$ cat src/rtl/rt_pkg.sv
package rt_pkg;
  localparam int NUM_DIGITS = 4;
  localparam int LFSR_W     = 16;

  typedef enum logic [2:0] {
    ST_IDLE,
    ST_WAIT,
    ST_RUN,
    ST_DONE,
    ST_FALSE
  } rt_state_e;

  // active-high pattern, bit0 = a .. bit6 = g
  function automatic logic [6:0] seg_encode(input logic [3:0] d);
    case (d)
      4'd0:    return 7'h3F;
      4'd1:    return 7'h06;
      4'd2:    return 7'h5B;
      4'd3:    return 7'h4F;
      4'd4:    return 7'h66;
      4'd5:    return 7'h6D;
      4'd6:    return 7'h7D;
      4'd7:    return 7'h07;
      4'd8:    return 7'h7F;
      4'd9:    return 7'h6F;
      default: return 7'h40;
    endcase
  endfunction
endpackage

$ cat src/rtl/rt_tick.sv
module rt_tick #(
  parameter int DIV = 50000
) (
  input  logic clk_i,
  input  logic rst_ni,
  output logic tick_o
);
  localparam int CW = (DIV > 1) ? $clog2(DIV) : 1;

  logic [CW-1:0] cnt_q;

  always_ff @(posedge clk_i or negedge rst_ni) begin
    if (!rst_ni) begin
      cnt_q  <= '0;
      tick_o <= 1'b0;
    end else if (cnt_q == CW'(DIV - 1)) begin
      cnt_q  <= '0;
      tick_o <= 1'b1;
    end else begin
      cnt_q  <= cnt_q + 1'b1;
      tick_o <= 1'b0;
    end
  end
endmodule

$ cat src/rtl/rt_lfsr.sv
module rt_lfsr
  import rt_pkg::*;
#(
  parameter int               OUT_W = 11,
  parameter logic [LFSR_W-1:0] SEED = 16'hACE1
) (
  input  logic             clk_i,
  input  logic             rst_ni,
  output logic [OUT_W-1:0] rnd_o
);
  logic [LFSR_W-1:0] lfsr_q;
  logic              fb;

  // x^16 + x^14 + x^13 + x^11 + 1, maximal length
  assign fb = lfsr_q[15] ^ lfsr_q[13] ^ lfsr_q[12] ^ lfsr_q[10];

  always_ff @(posedge clk_i or negedge rst_ni) begin
    if (!rst_ni) lfsr_q <= SEED;
    else         lfsr_q <= {lfsr_q[LFSR_W-2:0], fb};
  end

  assign rnd_o = lfsr_q[OUT_W-1:0];
endmodule

$ cat src/rtl/rt_bcd_counter.sv
module rt_bcd_counter #(
  parameter int DIGITS = 4
) (
  input  logic                clk_i,
  input  logic                rst_ni,
  input  logic                clr_i,
  input  logic                inc_i,
  output logic [4*DIGITS-1:0] bcd_o
);
  logic [DIGITS:0]   carry;
  logic [DIGITS-1:0] is_nine;
  logic              sat;

  assign sat      = &is_nine;
  assign carry[0] = inc_i & ~sat;

  for (genvar g = 0; g < DIGITS; g++) begin : g_digit
    logic [3:0] dig_q;
    assign is_nine[g]    = (dig_q == 4'd9);
    assign carry[g+1]    = carry[g] & is_nine[g];
    assign bcd_o[4*g +: 4] = dig_q;

    always_ff @(posedge clk_i or negedge rst_ni) begin
      if (!rst_ni)       dig_q <= 4'd0;
      else if (clr_i)    dig_q <= 4'd0;
      else if (carry[g]) dig_q <= is_nine[g] ? 4'd0 : dig_q + 4'd1;
    end
  end
endmodule

$ cat src/rtl/rt_scan.sv
module rt_scan
  import rt_pkg::*;
#(
  parameter int DIGITS   = 4,
  parameter int SCAN_DIV = 50000
) (
  input  logic                clk_i,
  input  logic                rst_ni,
  input  logic [4*DIGITS-1:0] bcd_i,
  output logic [DIGITS-1:0]   anode_o,
  output logic [6:0]          seg_o,
  output logic                dp_o
);
  localparam int CW    = (SCAN_DIV > 1) ? $clog2(SCAN_DIV) : 1;
  localparam int SEL_W = (DIGITS > 1) ? $clog2(DIGITS) : 1;

  logic [CW-1:0]    div_q;
  logic [SEL_W-1:0] sel_q;

  always_ff @(posedge clk_i or negedge rst_ni) begin
    if (!rst_ni) begin
      div_q <= '0;
      sel_q <= '0;
    end else if (div_q == CW'(SCAN_DIV - 1)) begin
      div_q <= '0;
      sel_q <= (sel_q == SEL_W'(DIGITS - 1)) ? '0 : sel_q + 1'b1;
    end else begin
      div_q <= div_q + 1'b1;
    end
  end

  for (genvar g = 0; g < DIGITS; g++) begin : g_anode
    assign anode_o[g] = (sel_q != SEL_W'(g));
  end

  assign seg_o = ~seg_encode(bcd_i[4*sel_q +: 4]);
  assign dp_o  = (sel_q != SEL_W'(DIGITS - 1));
endmodule

$ cat src/rtl/reaction_timer.sv
module reaction_timer
  import rt_pkg::*;
#(
  parameter int TICK_DIV     = 50000,
  parameter int MIN_DELAY_MS = 1000,
  parameter int RAND_BITS    = 11,
  parameter int SCAN_DIV     = 50000
) (
  input  logic                  clk_i,
  input  logic                  rst_ni,
  input  logic                  clear_i,
  input  logic                  start_i,
  input  logic                  stop_i,
  output logic                  led_o,
  output logic [NUM_DIGITS-1:0] anode_o,
  output logic [6:0]            seg_o,
  output logic                  dp_o
);
  localparam int DLY_MAX = MIN_DELAY_MS + (1 << RAND_BITS) - 1;
  localparam int DLY_W   = $clog2(DLY_MAX + 1);

  rt_state_e                   state_q, state_d;
  logic [DLY_W-1:0]            dly_q;
  logic [RAND_BITS-1:0]        rnd;
  logic                        tick;
  logic [4*NUM_DIGITS-1:0]     bcd, disp_bcd;

  rt_tick #(.DIV(TICK_DIV)) u_tick (
    .clk_i, .rst_ni, .tick_o(tick)
  );

  rt_lfsr #(.OUT_W(RAND_BITS)) u_lfsr (
    .clk_i, .rst_ni, .rnd_o(rnd)
  );

  always_comb begin
    state_d = state_q;
    unique case (state_q)
      ST_IDLE: if (start_i) state_d = ST_WAIT;
      ST_WAIT: begin
        if (stop_i)                           state_d = ST_FALSE;
        else if (tick && dly_q == DLY_W'(1))  state_d = ST_RUN;
      end
      ST_RUN:  if (stop_i) state_d = ST_DONE;
      default: ;
    endcase
    if (clear_i) state_d = ST_IDLE;
  end

  always_ff @(posedge clk_i or negedge rst_ni) begin
    if (!rst_ni) begin
      state_q <= ST_IDLE;
      dly_q   <= '0;
    end else begin
      state_q <= state_d;
      if (state_q == ST_IDLE && start_i)
        dly_q <= DLY_W'(MIN_DELAY_MS) + DLY_W'(rnd);
      else if (state_q == ST_WAIT && tick && dly_q != '0)
        dly_q <= dly_q - 1'b1;
    end
  end

  rt_bcd_counter #(.DIGITS(NUM_DIGITS)) u_cnt (
    .clk_i, .rst_ni,
    .clr_i(clear_i),
    .inc_i((state_q == ST_RUN) && tick),
    .bcd_o(bcd)
  );

  // false start forces the all-nines readout
  assign disp_bcd = (state_q == ST_FALSE) ? {NUM_DIGITS{4'd9}} : bcd;

  rt_scan #(.DIGITS(NUM_DIGITS), .SCAN_DIV(SCAN_DIV)) u_scan (
    .clk_i, .rst_ni,
    .bcd_i(disp_bcd),
    .anode_o, .seg_o, .dp_o
  );

  assign led_o = (state_q == ST_RUN);
endmodule

$ cat config.mk
export PLATFORM = sky130hd
export DESIGN_NAME = reaction_timer
export DESIGN_NICKNAME = d
export VERILOG_FILES = /design/src/rtl/rt_pkg.sv /design/src/rtl/rt_tick.sv /design/src/rtl/rt_lfsr.sv /design/src/rtl/rt_bcd_counter.sv /design/src/rtl/rt_scan.sv /design/src/rtl/reaction_timer.sv
export SDC_FILE = /design/constraint.sdc
export NUM_CORES = 1
export LEC_CHECK = 0
export BUFFER_PORTS_ARGS = -buffer_cell sky130_fd_sc_hd__buf_2
export CORE_ASPECT_RATIO = 1.75
export CORE_MARGIN = 1.5
export CORE_UTILIZATION = 25
export DETAILED_ROUTE_END_ITERATION = 12
export PLACE_DENSITY = 0.41
export SETUP_SLACK_MARGIN = 0.4
export SLEW_MARGIN = 15
export SYNTH_ARGS = -nofsm -noshare
export SYNTH_HDL_FRONTEND = slang
export SYNTH_HIERARCHICAL = 1
export SYNTH_SLANG_ARGS = --single-unit
$ cat constraint.sdc
create_clock -name clk_i -period 4 [get_ports clk_i]
set_input_delay 0.4 -clock clk_i [delete_from_list [all_inputs] [get_ports clk_i]]
set_output_delay 0.4 -clock clk_i [all_outputs]
set_load 0.02 [all_outputs]
==> summary.txt <==
Synthesis
  • Synth top area share: 0.392
  • Most instantiated cells after synthesis: dfrtp_1, nor2_1, nand2_1, ha_1, inv_1
  • Syn Inst Count: 460
  • Yosys reg bits: 82
  • Area contributors post-synth: dfrtp_1, ha_1, dfstp_2
  • Yosys top cell by area: dfrtp_1
  • Ys async rst share: 1.00
  • EDFF count, synth: 0
  • Seq/Total Area, Yosys: 0.436
  • Synthesis Warnings: 6
  • Synth Flop Type: dfrtp_1
  • Avg Inst Size Synth: 10.3 µm²
  • Post-Syn Area: 0.00472 mm²
  • Netlist cell types: 74
  • Post-synth net total: 487
  • Count leader, synth: dfrtp_1

Placed design
  • Placed cell count: 693
  • Routability Congestion: 0.732
  • Port Buffers: 17
  • HPWL after detailed placement: 7140 µm

Flow run
  • Max_cap viols: 0

Floorplan
  • # rows: 66
  • Die height: 185 µm
  • Die area: 0.0198 mm²
  • Ports: 18
  • Core Footprint: 0.0186 mm²
  • Die W: 107 µm
  • Initial Utilization: 0.254

STA
  • Final setup fails: 0
  • Fmax: 313 MHz
  • Setup TNS: 0 ps
  • Period utilization: 0.799
  • Slew headroom: 0.467
  • Tmin final: 3190 ps
  • Worst Clk Skew: 6.72 ps
  • Final hold vios: 0
  • Final number of max-transition violations: 0
  • Least-Margin Pin Slew: 798 ps
  • RSZ-0062 raised after global routing: false

GRT
  • Congestion Overflow GR: 0
  • Gr usage total: 0.111
  • Vias in the first global route: 3459
  • Largest net degree at the start of global routing: 56
  • Initial antenna violation count: 0
  • First-pass GRT wire length: 17600 µm

Worst setup path
  • Startpoint types: flip-flop
  • Crit path DAT: 2790 ps
  • Crit end category: primary output
  • Critical Path RT: 3600 ps
  • WS Path Type: reg2out
  • Worst r2r path cells: 6
  • R2r setup slk: 1700 ps
  • Crit path max fanout: 16

Final layout
  • Non-filler cells, final: 709
  • Diode count: 0
  • Nets: 493
  • Share of layout cells above drive strength 1: 0.163
  • Layout area overhead: 11.2%

Clock network
  • CTS clk-pin slew, worst paths: 60 ps
  • H-tree lvl count: 3
  • Longest Clk Path Bufs: 2
  • Post-CTS Resized: 0
  • CTS tree: yes
  • Post-CTS Hold Buffers: 0
  • Cts bufs inserted: 9
  • Root buffer cell: clkbuf_16
  • Latest clock arrival within the worst-skew pair: 340 ps
  • Postcts setup bufs: 0
  • CTS Sinks: 82

Pwr
  • Peak supply drop: 0.195 mV
  • Leakage Power: 2.30 nW
  • PwrDens: 341 mW/mm²

Routing
  • Initial DRC Count: 237
  • Antenna-violating nets left: 0
  • Residual DRC: 0
  • WL final: 10000 µm
  • Drt via density: 4.76
  • First-pass iteration count of the detailed router: 4
  • WL per Instance: 14.2 µm
  • Vias post-DR: 3374

Worst hold path
  • Tightest Hold Check Type: in2async

Run status
  • Outcome: completed
[critical path, cell delays in order (launching register included)]
cell	delay [ps]
dfrtp_1	480
nor3b_1	230
buf_4	210
nor2b_1	60
mux4_2	550
inv_1	170
ha_1	170
inv_1	40
o21bai_1	180
o31ai_2	110
o21ai_1	90
buf_2	170
[power by group]
part | leakage (nW) | internal [mW] | total (mW) | switching, mW
Sequential | 1.05 | 0.845 | 0.871 | 0.0265
Clock | 0.137 | 0.445 | 0.806 | 0.360
Combinational | 1.12 | 0.0429 | 0.112 | 0.0693
Total | 2.30 | 1.33 | 1.79 | 0.456
[area by class of cell]
cell class / count / area [µm²]
inverter: 22 / 82.6
timing repair buffer: 19 / 103
multi-input combinational: 332 / 2420
clock inverter: 6 / 48.8
clock buffer: 10 / 239
fill: 1972 / 13300
tap: 238 / 298
sequential: 82 / 2060
[cell usage in the layout, fill, tap and decap left out, drive strengths merged, types with 12 or more instances in the layout]
cell type / count
a21oi: 16
buf: 19
xor2: 17
nor2: 45
nand2: 26
dfrtp: 74
a31oi: 12
xnor2: 17
nand3: 17
nor3: 14
inv: 25
ha: 22
[logic make-up after synthesis]
family / share of synthesized area
XOR/XNOR: 0.0630
AO/OA/AOI/OAI: 0.0919
adder cells (fa/ha/maj): 0.0583
AND/OR/NAND/NOR: 0.258
flip-flops: 0.436
multiplexers: 0.0405
buffers and inverters: 0.0514
[final timing paths]
check | startpoint | to
hold reg to reg | u_lfsr/lfsr_q[14]$_DFF_PN0_ | u_lfsr/lfsr_q[15]$_DFF_PN1_
hold / removal | rst_ni | u_tick/cnt_q[8]$_DFF_PN0_
setup / recovery | state_q[2]$_DFFE_PN0P_ | seg_o[3]
max in group asynchronous | rst_ni | u_lfsr/lfsr_q[5]$_DFF_PN1_
setup reg to reg | state_q[1]$_DFFE_PN0P_ | u_cnt/g_digit[2].dig_q[3]$_DFFE_PN0P_
min in group clk_i | u_lfsr/lfsr_q[14]$_DFF_PN0_ | u_lfsr/lfsr_q[15]$_DFF_PN1_
[state kept, by name, indices dropped and copies added, names as in the netlist]
register,count
dly_q,12
state_q,3
u_cnt/g_digit.dig_q,16
u_lfsr/lfsr_q,16
u_scan/div_q,16
u_scan/sel_q,2
u_tick/cnt_q,16
u_tick/tick_o,1
[through the flow]
step           worst slack, ps  utilization  power [mW]  cell area (µm²)  hold slack [ps]
2_1_floorplan              976            -       0.956             4720              104
6_report                   806        0.283        1.79             5250              125
3_3_place_gp              1260        0.267       0.999             4960              338
4_1_cts                    780        0.283        1.83             5250              146
5_1_grt                    598        0.283        1.88             5250              182
3_5_place_dp              1170        0.267        1.00             4960              341
[per-layer routing]
| layer | GRT usage | vias up | share of wire |
|---|---|---|---|
| li1 | - | 1642 | - |
| met5 | 0 | - | 0 |
| met2 | 0.196 | 49 | 0.52 |
| met3 | 0.0208 | 9 | 0.026 |
| met1 | 0.134 | 1674 | 0.44 |
| met4 | 0.0368 | 0 | 0.013 |
(Power assumes the default switching activity.)
